==> config.mk <==
export PLATFORM = sky130hd
export DESIGN_NAME = pcm_rx_port
export DESIGN_NICKNAME = d
export VERILOG_FILES = /design/src/rtl/pcmrx_pkg.sv /design/src/rtl/pcmrx_sync.sv /design/src/rtl/pcmrx_clkmon.sv /design/src/rtl/pcmrx_deser.sv /design/src/rtl/pcmrx_mute.sv /design/src/rtl/pcm_rx_port.sv
export SDC_FILE = /design/constraint.sdc
export NUM_CORES = 1
export LEC_CHECK = 0
export BUFFER_PORTS_ARGS = -buffer_cell sky130_fd_sc_hd__buf_2
export CAP_MARGIN = 20
export CORE_MARGIN = 2
export CORE_UTILIZATION = 45
export DETAILED_ROUTE_END_ITERATION = 8
export PLACE_DENSITY = 0.67
export REMOVE_ABC_BUFFERS = 1
export SETUP_SLACK_MARGIN = 0.3
export SLEW_MARGIN = 10
export SYNTH_ARGS = -nofsm -noshare
export SYNTH_HDL_FRONTEND = slang
export SYNTH_SLANG_ARGS = --single-unit
==> constraint.sdc <==
create_clock -name clk -period 2.78 [get_ports clk]
set_input_delay 0.556 -clock clk [delete_from_list [all_inputs] [get_ports clk]]
set_output_delay 0.556 -clock clk [all_outputs]
set_load 0.1 [all_outputs]
==> src/rtl/pcmrx_pkg.sv <==
package pcmrx_pkg;

  typedef enum logic [1:0] {
    MODE_STD  = 2'd0,
    MODE_SEXT = 2'd1,
    MODE_GAIN = 2'd2
  } rx_mode_e;

  typedef enum logic [1:0] {
    ST_IDLE = 2'd0,
    ST_SYNC = 2'd1,
    ST_DATA = 2'd2
  } deser_st_e;

  localparam int DEF_SAMPLE_W = 13;
  localparam int DEF_CODE_W   = 3;

endpackage

==> src/rtl/pcmrx_sync.sv <==
module pcmrx_sync #(
  parameter int WIDTH  = 5,
  parameter int STAGES = 2
) (
  input  logic             clk,
  input  logic             rst_n,
  input  logic [WIDTH-1:0] din,
  output logic [WIDTH-1:0] dout
);

  logic [WIDTH-1:0] stg [STAGES];

  always_ff @(posedge clk or negedge rst_n) begin
    if (!rst_n) stg[0] <= '0;
    else        stg[0] <= din;
  end

  generate
    for (genvar i = 1; i < STAGES; i++) begin : g_stage
      always_ff @(posedge clk or negedge rst_n) begin
        if (!rst_n) stg[i] <= '0;
        else        stg[i] <= stg[i-1];
      end
    end
  endgenerate

  assign dout = stg[STAGES-1];

endmodule

==> src/rtl/pcmrx_clkmon.sv <==
module pcmrx_clkmon
  import pcmrx_pkg::*;
#(
  parameter int STATIC_CYC = 64
) (
  input  logic     clk,
  input  logic     rst_n,
  input  logic     lvl,
  output rx_mode_e pend_mode
);

  localparam int CNT_W = $clog2(STATIC_CYC + 1);
  localparam logic [CNT_W-1:0] CNT_LAST = CNT_W'(STATIC_CYC - 1);

  logic             lvl_q;
  logic             static_q;
  logic [CNT_W-1:0] quiet_cnt;

  always_ff @(posedge clk or negedge rst_n) begin
    if (!rst_n) begin
      lvl_q     <= 1'b0;
      static_q  <= 1'b0;
      quiet_cnt <= '0;
    end else begin
      lvl_q <= lvl;
      if (lvl != lvl_q) begin
        quiet_cnt <= '0;
        static_q  <= 1'b0;
      end else if (quiet_cnt == CNT_LAST) begin
        static_q  <= 1'b1;
      end else begin
        quiet_cnt <= quiet_cnt + 1'b1;
      end
    end
  end

  always_comb begin
    if (!static_q)  pend_mode = MODE_STD;
    else if (lvl_q) pend_mode = MODE_GAIN;
    else            pend_mode = MODE_SEXT;
  end


  static_level_chk: assert property (@(posedge clk) disable iff (!rst_n)
    $rose(static_q) |-> $stable(lvl_q));

endmodule

==> src/rtl/pcmrx_deser.sv <==
module pcmrx_deser
  import pcmrx_pkg::*;
#(
  parameter int SAMPLE_W = 13,
  parameter int WORD_W   = 16
) (
  input  logic              clk,
  input  logic              rst_n,
  input  logic              sclk,
  input  logic              fs,
  input  logic              sd,
  input  rx_mode_e          pend_mode,
  output rx_mode_e          cur_mode,
  output logic              frame_long,
  output logic              word_stb,
  output logic [WORD_W-1:0] word_q
);

  localparam int CNT_W = $clog2(WORD_W + 1);

  deser_st_e         st;
  logic              sclk_q;
  logic              fs_last;
  logic [WORD_W-1:0] shreg;
  logic [CNT_W-1:0]  cnt;
  logic [CNT_W-1:0]  cnt_inc;
  logic [CNT_W-1:0]  len_q;
  logic [CNT_W-1:0]  len_nxt;
  logic [WORD_W-1:0] shift_nxt;
  logic [WORD_W-1:0] first_bit;
  logic              fall;
  logic              sync_hit;

  assign fall      = sclk_q & ~sclk;
  assign sync_hit  = fall & fs & ~fs_last;
  assign cnt_inc   = cnt + 1'b1;
  assign shift_nxt = {shreg[WORD_W-2:0], sd};
  assign first_bit = {{(WORD_W-1){1'b0}}, sd};
  assign len_nxt   = (pend_mode == MODE_STD) ? CNT_W'(SAMPLE_W) : CNT_W'(WORD_W);

  always_ff @(posedge clk or negedge rst_n) begin
    if (!rst_n) begin
      st         <= ST_IDLE;
      sclk_q     <= 1'b0;
      fs_last    <= 1'b0;
      shreg      <= '0;
      cnt        <= '0;
      len_q      <= CNT_W'(SAMPLE_W);
      cur_mode   <= MODE_STD;
      frame_long <= 1'b0;
      word_stb   <= 1'b0;
      word_q     <= '0;
    end else begin
      word_stb <= 1'b0;
      sclk_q   <= sclk;
      if (fall) begin
        fs_last <= fs;
        if (fs && !fs_last) begin
          st       <= ST_SYNC;
          shreg    <= first_bit;
          cnt      <= CNT_W'(1);
          cur_mode <= pend_mode;
          len_q    <= len_nxt;
        end else begin
          case (st)
            ST_SYNC: begin
              st         <= ST_DATA;
              frame_long <= fs;
              if (fs) begin
                shreg <= shift_nxt;
                cnt   <= CNT_W'(2);
              end else begin
                shreg <= first_bit;
                cnt   <= CNT_W'(1);
              end
            end
            ST_DATA: begin
              shreg <= shift_nxt;
              cnt   <= cnt_inc;
              if (cnt_inc == len_q) begin
                st       <= ST_IDLE;
                word_stb <= 1'b1;
                word_q   <= shift_nxt;
              end
            end
            default: ;
          endcase
        end
      end
    end
  end


  bitcnt_bound_chk: assert property (@(posedge clk) disable iff (!rst_n)
    cnt <= len_q);


  mode_at_frame_chk: assert property (@(posedge clk) disable iff (!rst_n)
    !$stable(cur_mode) |-> $past(sync_hit));


  stb_after_data_chk: assert property (@(posedge clk) disable iff (!rst_n)
    word_stb |-> $past(st) == ST_DATA);

endmodule

==> src/rtl/pcmrx_mute.sv <==
module pcmrx_mute #(
  parameter int MUTE_FRAMES = 2
) (
  input  logic clk,
  input  logic rst_n,
  input  logic fs_rx,
  input  logic fs_tx,
  output logic muted
);

  localparam int CW = $clog2(MUTE_FRAMES + 1);
  localparam logic [CW-1:0] CMAX = CW'(MUTE_FRAMES);

  logic          rx_q, tx_q;
  logic          rx_rise, tx_rise;
  logic [CW-1:0] miss_cnt;

  assign rx_rise = fs_rx & ~rx_q;
  assign tx_rise = fs_tx & ~tx_q;

  always_ff @(posedge clk or negedge rst_n) begin
    if (!rst_n) begin
      rx_q     <= 1'b0;
      tx_q     <= 1'b0;
      miss_cnt <= '0;
    end else begin
      rx_q <= fs_rx;
      tx_q <= fs_tx;
      if (rx_rise)                           miss_cnt <= '0;
      else if (tx_rise && miss_cnt != CMAX)  miss_cnt <= miss_cnt + 1'b1;
    end
  end

  assign muted = (miss_cnt == CMAX);


  mute_release_chk: assert property (@(posedge clk) disable iff (!rst_n)
    rx_rise |=> !muted);

endmodule

==> src/rtl/pcm_rx_port.sv <==
module pcm_rx_port
  import pcmrx_pkg::*;
#(
  parameter int SAMPLE_W    = DEF_SAMPLE_W,
  parameter int CODE_W      = DEF_CODE_W,
  parameter int SYNC_STAGES = 2,
  parameter int STATIC_CYC  = 64,
  parameter int MUTE_FRAMES = 2
) (
  input  logic                clk,
  input  logic                rst_n,
  input  logic                bclk_rx,
  input  logic                bclk_tx,
  input  logic                fs_rx,
  input  logic                fs_tx,
  input  logic                sdin,
  output logic [SAMPLE_W-1:0] smp_data,
  output logic                smp_valid,
  input  logic                smp_ready,
  output logic [CODE_W-1:0]   atten_code,
  output logic [1:0]          rx_mode,
  output logic                frame_long
);

  localparam int WORD_W = SAMPLE_W + CODE_W;

  logic [4:0]          pins_s;
  logic                bclk_rx_s, bclk_tx_s, fs_rx_s, fs_tx_s, sdin_s;
  logic                sclk_sel;
  rx_mode_e            pend_mode;
  rx_mode_e            cur_mode;
  logic                word_stb;
  logic [WORD_W-1:0]   word_q;
  logic                muted;
  logic [SAMPLE_W-1:0] data_q;
  logic [SAMPLE_W-1:0] data_dec;
  logic                valid_q;
  logic [CODE_W-1:0]   atten_q;

  pcmrx_sync #(.WIDTH(5), .STAGES(SYNC_STAGES)) u_sync (
    .clk  (clk),
    .rst_n(rst_n),
    .din  ({bclk_rx, bclk_tx, fs_rx, fs_tx, sdin}),
    .dout (pins_s)
  );
  assign {bclk_rx_s, bclk_tx_s, fs_rx_s, fs_tx_s, sdin_s} = pins_s;

  pcmrx_clkmon #(.STATIC_CYC(STATIC_CYC)) u_clkmon (
    .clk      (clk),
    .rst_n    (rst_n),
    .lvl      (bclk_rx_s),
    .pend_mode(pend_mode)
  );

  assign sclk_sel = (pend_mode == MODE_STD) ? bclk_rx_s : bclk_tx_s;

  pcmrx_deser #(.SAMPLE_W(SAMPLE_W), .WORD_W(WORD_W)) u_deser (
    .clk       (clk),
    .rst_n     (rst_n),
    .sclk      (sclk_sel),
    .fs        (fs_rx_s),
    .sd        (sdin_s),
    .pend_mode (pend_mode),
    .cur_mode  (cur_mode),
    .frame_long(frame_long),
    .word_stb  (word_stb),
    .word_q    (word_q)
  );

  pcmrx_mute #(.MUTE_FRAMES(MUTE_FRAMES)) u_mute (
    .clk  (clk),
    .rst_n(rst_n),
    .fs_rx(fs_rx_s),
    .fs_tx(fs_tx_s),
    .muted(muted)
  );

  assign data_dec = (cur_mode == MODE_GAIN) ? word_q[WORD_W-1:CODE_W]
                                            : word_q[SAMPLE_W-1:0];

  always_ff @(posedge clk or negedge rst_n) begin
    if (!rst_n) begin
      data_q  <= '0;
      valid_q <= 1'b0;
      atten_q <= '0;
    end else if (word_stb) begin
      data_q  <= data_dec;
      valid_q <= 1'b1;
      atten_q <= (cur_mode == MODE_GAIN) ? word_q[CODE_W-1:0] : '0;
    end else if (valid_q && smp_ready) begin
      valid_q <= 1'b0;
    end
  end

  assign smp_data   = muted ? '0 : data_q;
  assign smp_valid  = valid_q;
  assign atten_code = atten_q;
  assign rx_mode    = cur_mode;


  hold_until_ready_chk: assert property (@(posedge clk) disable iff (!rst_n)
    (smp_valid && !smp_ready && !word_stb) |=> (smp_valid && $stable(data_q)));


  atten_clear_chk: assert property (@(posedge clk) disable iff (!rst_n)
    (word_stb && cur_mode != MODE_GAIN) |=> (atten_code == '0));

endmodule

==> results of run 1 <==
-- synth_stat cells, types with 2 or more instances --
| cell type | count |
|---|---|
| mux2i_1 | 16 |
| buf_6 | 2 |
| o21ai_0 | 26 |
| ha_1 | 5 |
| o22ai_1 | 4 |
| dfrtp_1 | 85 |
| clkbuf_1 | 11 |
| mux2_2 | 10 |
| xor2_1 | 4 |
| a41oi_1 | 2 |
| nand2_1 | 44 |
| inv_1 | 13 |
| nor3_1 | 5 |
| nor2b_1 | 14 |
| xnor2_1 | 4 |
| mux2_4 | 9 |
| nor2_1 | 27 |
| nand3_1 | 5 |
| nor3b_1 | 3 |
| nand2b_1 | 4 |
| a21oi_1 | 15 |
-- cell families after synthesis --
logic type	count (synthesis)	share of synthesized area [%]
multiplexers	35	11.1
AO/OA/AOI/OAI	55	8.79
flip-flops	86	58.8
XOR/XNOR	8	1.91
buffers and inverters	28	3.73
adder cells (fa/ha/maj)	5	1.71
AND/OR/NAND/NOR	109	13.9
-- sequential cells by signal (all words and copies together) (netlist names), 2 cells and up --
signal	flops
u_mute.miss_cnt	2
u_deser.word_q	16
u_deser.st	2
u_deser.shreg	15
u_deser.cur_mode	2
u_deser.len_q	2
u_sync.stg	5
u_sync.dout	5
u_clkmon.quiet_cnt	7
atten_code	3
u_deser.cnt	5
data_q	13
-- power by group through the flow --
stage	combinational [mW]	sequential, mW	clock [mW]
floorplan	0.970	1.60	0
finish	1.22	1.56	0.903
global placement	1.21	1.57	0
global route	1.32	1.59	0.969
CTS	1.23	1.56	0.930
detailed placement	1.23	1.59	0
-- metrics by stage --
| stage | utilization [%] | hold slack (ps) | power (mW) |
|---|---|---|---|
| 2_1_floorplan | - | 260 | 2.57 |
| 3_3_place_gp | 50.1 | 332 | 2.78 |
| 3_5_place_dp | 50.1 | 335 | 2.81 |
| 4_1_cts | 52.7 | 228 | 3.72 |
| 5_1_grt | 52.7 | 242 | 3.88 |
| 6_report | 52.7 | 200 | 3.68 |
-- area by class of cell --
class	count	share of cell area, %
clock buffers	9	3.01
repair buffers	35	5.11
flip-flops and latches	86	52.3
well taps	102	3.10
clock inverters	7	2.01
multi-input cells	212	33.3
inverters	13	1.19
-- critical path, cell delays in order (launching register included) --
cell,delay [ps]
dfrtp_1,450
ha_1,310
and4bb_1,250
o311ai_2,120
a211oi_2,280
and2_1,160
buf_4,260
mux2_2,370
-- how the worst min path moves through the flow --
stage | depth (start not counted) | start | end | slack (ps)
6_report | 2 | rst_n | u_sync.dout[4] | 200
5_1_grt | 2 | rst_n | u_sync.dout[4] | 240
4_1_cts | 2 | rst_n | u_deser.frame_long | 230
3_5_place_dp | 0 | u_sync.stg[7] | u_sync.dout[2] | 330
3_3_place_gp | 0 | u_sync.stg[9] | u_sync.dout[4] | 330
2_1_floorplan | 0 | rst_n | atten_code[0] | 260
-- metal layers --
| metal | wire (um) | track usage [%] | up-vias |
|---|---|---|---|
| met2 | 2790 | 23.6 | 39 |
| met1 | 2790 | 20.3 | 1141 |
| met4 | 142 | 8.33 | 0 |
| met3 | 189 | 3.13 | 12 |
| met5 | 0 | 0 | - |
| li1 | - | - | 1160 |
==> impl_metrics.env, run 1 <==
export IMPL_drt_initial_drc_count=73
export IMPL_finalWorstSetupSlack_ps=475
export IMPL_r2r_start="u_deser.cnt[0]"
export IMPL_synth_top_cell_area_share_pct=58.1
export IMPL_p_leak_nw=2.02
export IMPL_cts_sinks=86
export IMPL_area_growth_syn_to_layout_pct=12.5
export IMPL_portBuffers=27
export IMPL_avgSynthCellArea_um2=11.2
export IMPL_dr_pass1_iters=4
export IMPL_ys_ff_latch=86
export IMPL_nFillCells=701
export IMPL_initial_core_util_pct=46.9
export IMPL_seqPwrFrac_pct=42.4
export IMPL_drt_total_wl_um=5920
export IMPL_place_area_mm2=0.00391
export IMPL_yosys_warnings=0
export IMPL_period_share_pct=82.9
export IMPL_synth_edf_count=0
export IMPL_combPwrFrac_pct=33.1
export IMPL_switching_share_pct=41.5
export IMPL_ctsHoldBuffers=0
export IMPL_finClkSkew_ps=16.7
export IMPL_final_hold_viol_count=0
export IMPL_cts_tree="done"
export IMPL_vias=2352
export IMPL_synth_largest_area_cell="dfrtp_1"
export IMPL_die_area_mm2=0.00887
export IMPL_rrSetupSlack_ps=470
export IMPL_final_cell_area_mm2=0.00412
export IMPL_drt_antenna_violating_nets=0
export IMPL_gp_congestion=0.722
export IMPL_stdcell_count=464
export IMPL_synth_cells=326
export IMPL_timing_worst_setup_path_type="reg -> reg"
export IMPL_vias_per_cell=5.07
export IMPL_clkTransAtPathRegs_ps=90
export IMPL_multi_input_area_mm2=0.00137
export IMPL_drv_slew=0
export IMPL_place_hpwl_um=4000
export IMPL_numCtsBuffers=9
export IMPL_seq_area_mm2=0.00215
export IMPL_finalNetCount=370
export IMPL_rsz0062_at_grt="no"
export IMPL_yosysSeqAreaShare_pct=58.8
export IMPL_n_antenna_cell=0
export IMPL_drive_above_1_share_pct=20.7
export IMPL_final_common_cell="dfrtp_1"
export IMPL_synth_area_mm2=0.00366
export IMPL_fin_crit_ps=2310
export IMPL_synthFlopType="dfrtp_1"
export IMPL_grt_usage_pct=15.3
export IMPL_postCtsResizedCells=0
export IMPL_grt_pass1_vias=2275
export IMPL_htreeDepth=3
export IMPL_crit_end="u_deser.word_q[4]"
export IMPL_reg2reg_to="u_deser.word_q[4]"
export IMPL_gr_total_overflow=0
export IMPL_async_reset_ff_share_pct=100
export IMPL_drv_cap=0
export IMPL_status="completed"
export IMPL_yosys_top_cells_area="dfrtp_1, nand2_1, mux2i_1, mux2_4, o21ai_0"
export IMPL_wl_per_cell_um=12.7
export IMPL_grt_start_max_net_pins=87
export IMPL_antenna_found_initial=0
export IMPL_cp_end_kind="register"
export IMPL_die_w_um=94.2
export IMPL_ys_types=39
export IMPL_p_int_mw=2.15
export IMPL_drc=0
export IMPL_setup_violations=0
export IMPL_dp_cells=448
export IMPL_post_cts_setup_buffer_count=0
export IMPL_worstSetupStartpointType="register"
export IMPL_tightest_slew_ps=910
export IMPL_clk_latency_ps=360
export IMPL_grt_pass1_wl_um=10500
export IMPL_max_freq_ghz=0.434
export IMPL_setup_tns_final_ps=0
export IMPL_clkPwrFrac_pct=24.5
export IMPL_die_h_um=94.2
export IMPL_dp_slack_ps=481
export IMPL_ir_worst_vdd_mv=0.313
export IMPL_switching_power_mw=1.53
export IMPL_io_pins=28
export IMPL_r2r_cells=7
export IMPL_cts_root_buf="clkbuf_8"
export IMPL_arrival_ps=2550
export IMPL_std_cell_rows=32
export IMPL_critPathLaunch="u_deser.cnt[0]"
export IMPL_core_area_mm2=0.00781
export IMPL_final_cell_mix="dfrtp_1, nand2_1, nor2_1"
export IMPL_hold_class="in -> async"
export IMPL_cellPowerDensity_mw_per_mm2=894
export IMPL_clock_path_buffers=2
export IMPL_path_max_fanout=17
export IMPL_cp_required_ps=3030
export IMPL_slew_headroom_pct=39.3
(Power assumes the default switching activity.)
==> inputs of run 2 (changes only) <==
--- a/config.mk
+++ b/config.mk
@@ -5,6 +5,7 @@
 export SDC_FILE = /design/constraint.sdc
 export NUM_CORES = 1
 export LEC_CHECK = 0
+export ABC_AREA = 1
 export BUFFER_PORTS_ARGS = -buffer_cell sky130_fd_sc_hd__buf_2
 export CAP_MARGIN = 20
 export CORE_MARGIN = 2
==> constraint.sdc (replaced) <==
create_clock -name clk -period 2.4 [get_ports clk]
set_input_delay 0.48 -clock clk [delete_from_list [all_inputs] [get_ports clk]]
set_output_delay 0.48 -clock clk [all_outputs]
set_load 0.1 [all_outputs]
==> run 2 against run 1 <==
Against the previous run:
- count of clock-buffer cells in the layout stayed put
- sequential cell count stayed put
- critical path depth is 3 lower
- via count is 13% higher
- routed wire length is 3.1% higher
- first-iteration DRC count is 44% higher
- final cell count is 17% higher
- sequential share of layout area is 0.81 points lower
- sequential power is 6% higher
- combinational power is 56% lower
- worst setup slack worse by 40 ps
- highest routed layer unchanged
==> impl_metrics.env, run 2 <==
export IMPL_status="completed"
export IMPL_slew_headroom_pct=67.7
export IMPL_yosys_top_cells_area="dfrtp_1, nand2_1, o21ai_0, inv_1, nand3_1"
export IMPL_drt_antenna_violating_nets=0
export IMPL_io_pins=28
export IMPL_std_cell_rows=33
export IMPL_r2r_start="u_deser.cnt[0]"
export IMPL_synth_area_mm2=0.00369
export IMPL_grt_pass1_wl_um=10900
export IMPL_finClkSkew_ps=9.29
export IMPL_synth_largest_area_cell="dfrtp_1"
export IMPL_cts_tree="done"
export IMPL_synth_top_cell_area_share_pct=57.7
export IMPL_cts_root_buf="clkbuf_8"
export IMPL_synthFlopType="dfrtp_1"
export IMPL_portBuffers=27
export IMPL_area_growth_syn_to_layout_pct=13.4
export IMPL_core_area_mm2=0.00809
export IMPL_die_h_um=94.5
export IMPL_drive_above_1_share_pct=16.1
export IMPL_clock_path_buffers=2
export IMPL_worstSetupStartpointType="register"
export IMPL_ir_worst_vdd_mv=0.424
export IMPL_max_freq_ghz=0.509
export IMPL_rsz0062_at_grt="no"
export IMPL_cp_required_ps=1920
export IMPL_tightest_slew_ps=489
export IMPL_largest_reg_flops=16
export IMPL_avgSynthCellArea_um2=9.10
export IMPL_grt_start_max_net_pins=68
export IMPL_p_leak_nw=2.13
export IMPL_timing_worst_setup_path_type="reg -> out"
export IMPL_yosysSeqAreaShare_pct=58.4
export IMPL_dp_cells=528
export IMPL_reg_top3="u_deser.word_q (16), u_deser.shreg (15), data_q (13)"
export IMPL_period_share_pct=81.9
export IMPL_cellPowerDensity_mw_per_mm2=773
export IMPL_hold_start="bclk_tx"
export IMPL_drt_initial_drc_count=105
export IMPL_arrival_ps=1490
export IMPL_critPathLaunch="u_mute.miss_cnt[0]"
export IMPL_ys_ff_latch=86
export IMPL_whs_ps=223
export IMPL_final_common_cell="nand2_1"
export IMPL_yosysMostFrequentCell="nand2_1"
export IMPL_stdcell_count=545
export IMPL_reg2reg_to="u_deser.word_q[1]"
export IMPL_synth_common_cells="nand2_1, dfrtp_1, inv_1, o21ai_0, nor2_1"
export IMPL_vias_per_cell=4.86
export IMPL_async_reset_ff_share_pct=100
export IMPL_post_cts_setup_buffer_count=0
export IMPL_setup_violations=0
export IMPL_drv_cap=0
export IMPL_clk_latency_ps=360
export IMPL_die_area_mm2=0.00893
export IMPL_ys_types=31
export IMPL_final_cell_mix="nand2_1, dfrtp_1, inv_1"
export IMPL_rrSetupSlack_ps=690
export IMPL_finalNetCount=448
export IMPL_htreeDepth=3
export IMPL_wl_per_cell_um=11.2
export IMPL_r2r_cells=11
export IMPL_n_antenna_cell=0
export IMPL_grt_pass1_vias=2416
export IMPL_seq_area_mm2=0.00215
export IMPL_final_hold_viol_count=0
export IMPL_hold_class="in -> reg"
export IMPL_synth_cells=405
export IMPL_grt_usage_pct=15.7
export IMPL_clkTransAtPathRegs_ps=90
export IMPL_vias=2650
export IMPL_initial_core_util_pct=45.5
export IMPL_finalPower_mw=3.23
export IMPL_nFillCells=770
export IMPL_gr_total_overflow=0
export IMPL_synth_edf_count=0
export IMPL_multi_input_area_mm2=0.00127
export IMPL_cp_end_kind="primary output"
export IMPL_gp_congestion=0.789
export IMPL_dr_pass1_iters=4
export IMPL_die_w_um=94.5
export IMPL_numCtsBuffers=9
export IMPL_setup_tns_final_ps=0
export IMPL_fin_crit_ps=1970
export IMPL_drt_total_wl_um=6100
export IMPL_hold_end="u_sync.stg[8]"
export IMPL_place_hpwl_um=4280
export IMPL_yosys_warnings=0
export IMPL_antenna_found_initial=0
export IMPL_cts_sinks=86
export IMPL_min_path_cells=1
export IMPL_path_max_fanout=14
export IMPL_max_flop_register="u_deser.word_q"
export IMPL_drv_slew=0
export IMPL_drc=0
## run 2: cell count changes after synthesis, moves of 13 or more
cell,previous run,this run
nor2b_1,14,0
nand3_1,5,27
inv_1,13,44
nand2_1,44,96
mux2i_1,16,0
o21ai_0,26,39
## run 2: kinds of logic after synthesis
group	share of synthesized area, %
DFF	58.4
and+or+nand+nor	21.5
AOI/OAI and AO/OA	10.3
xor gates and xnor gates	0.951
adders and majority gates	1.70
buffers and inverters	7.20
## run 2: through the flow
| stage | worst slack, ps | utilization [%] | area [um^2] |
|---|---|---|---|
| after global placement | 651 | 48.6 | 3930 |
| after global routing | 301 | 51.7 | 4180 |
| after floorplan | -57.1 | - | 3610 |
| after detailed placement | 613 | 48.6 | 3930 |
| after CTS | 334 | 51.6 | 4180 |
| final | 435 | 51.7 | 4180 |
## run 2: where the power goes
| group | total (mW) | internal (mW) | leakage [nW] | switching, mW |
|---|---|---|---|---|
| combinational | 0.541 | 0.164 | 0.880 | 0.377 |
| sequential | 1.65 | 1.56 | 1.15 | 0.0886 |
| clock | 1.04 | 0.497 | 0.106 | 0.545 |
| total | 3.23 | 2.22 | 2.13 | 1.01 |
## run 2: layer usage
metal | up-vias | track usage [%] | routed length (um)
met2 | 38 | 25.5 | 2870
met5 | - | 0 | 0
met1 | 1246 | 20.1 | 2940
met3 | 5 | 4.15 | 217
li1 | 1361 | - | -
met4 | 0 | 6.16 | 70
## run 2: how the worst max path moves through the flow
stage               slack (ps)           end
CTS                        330  smp_data[11]
floorplan                  -60   smp_data[0]
global placement           650   smp_data[0]
detailed placement         610   smp_data[0]
finish                     430  smp_data[11]
global route               300  smp_data[11]
## run 2: what timing repair did
item,CTS,global route
gates cloned,0,0
hold buffers,1,0
setup endpoints to repair,13,1
hold endpoints to repair,19,0
pin swaps,0,0
gates resized for setup,13,1
## run 2: area by class of cell
class / instances / area share (%)
Clock inverter: 7 / 1.94
Tap cell: 105 / 3.14
Timing Repair Buffer: 33 / 5.51
Clock buffer: 9 / 2.96
Inverter: 49 / 4.58
Sequential cell: 86 / 51.5
Multi-Input combinational cell: 256 / 30.4
## run 2: worst max-delay path, cell delays in order (launching register included)
cell	delay, ps
dfrtp_1	370
inv_1	80
ha_2	320
nor2_1	70
clkbuf_4	280
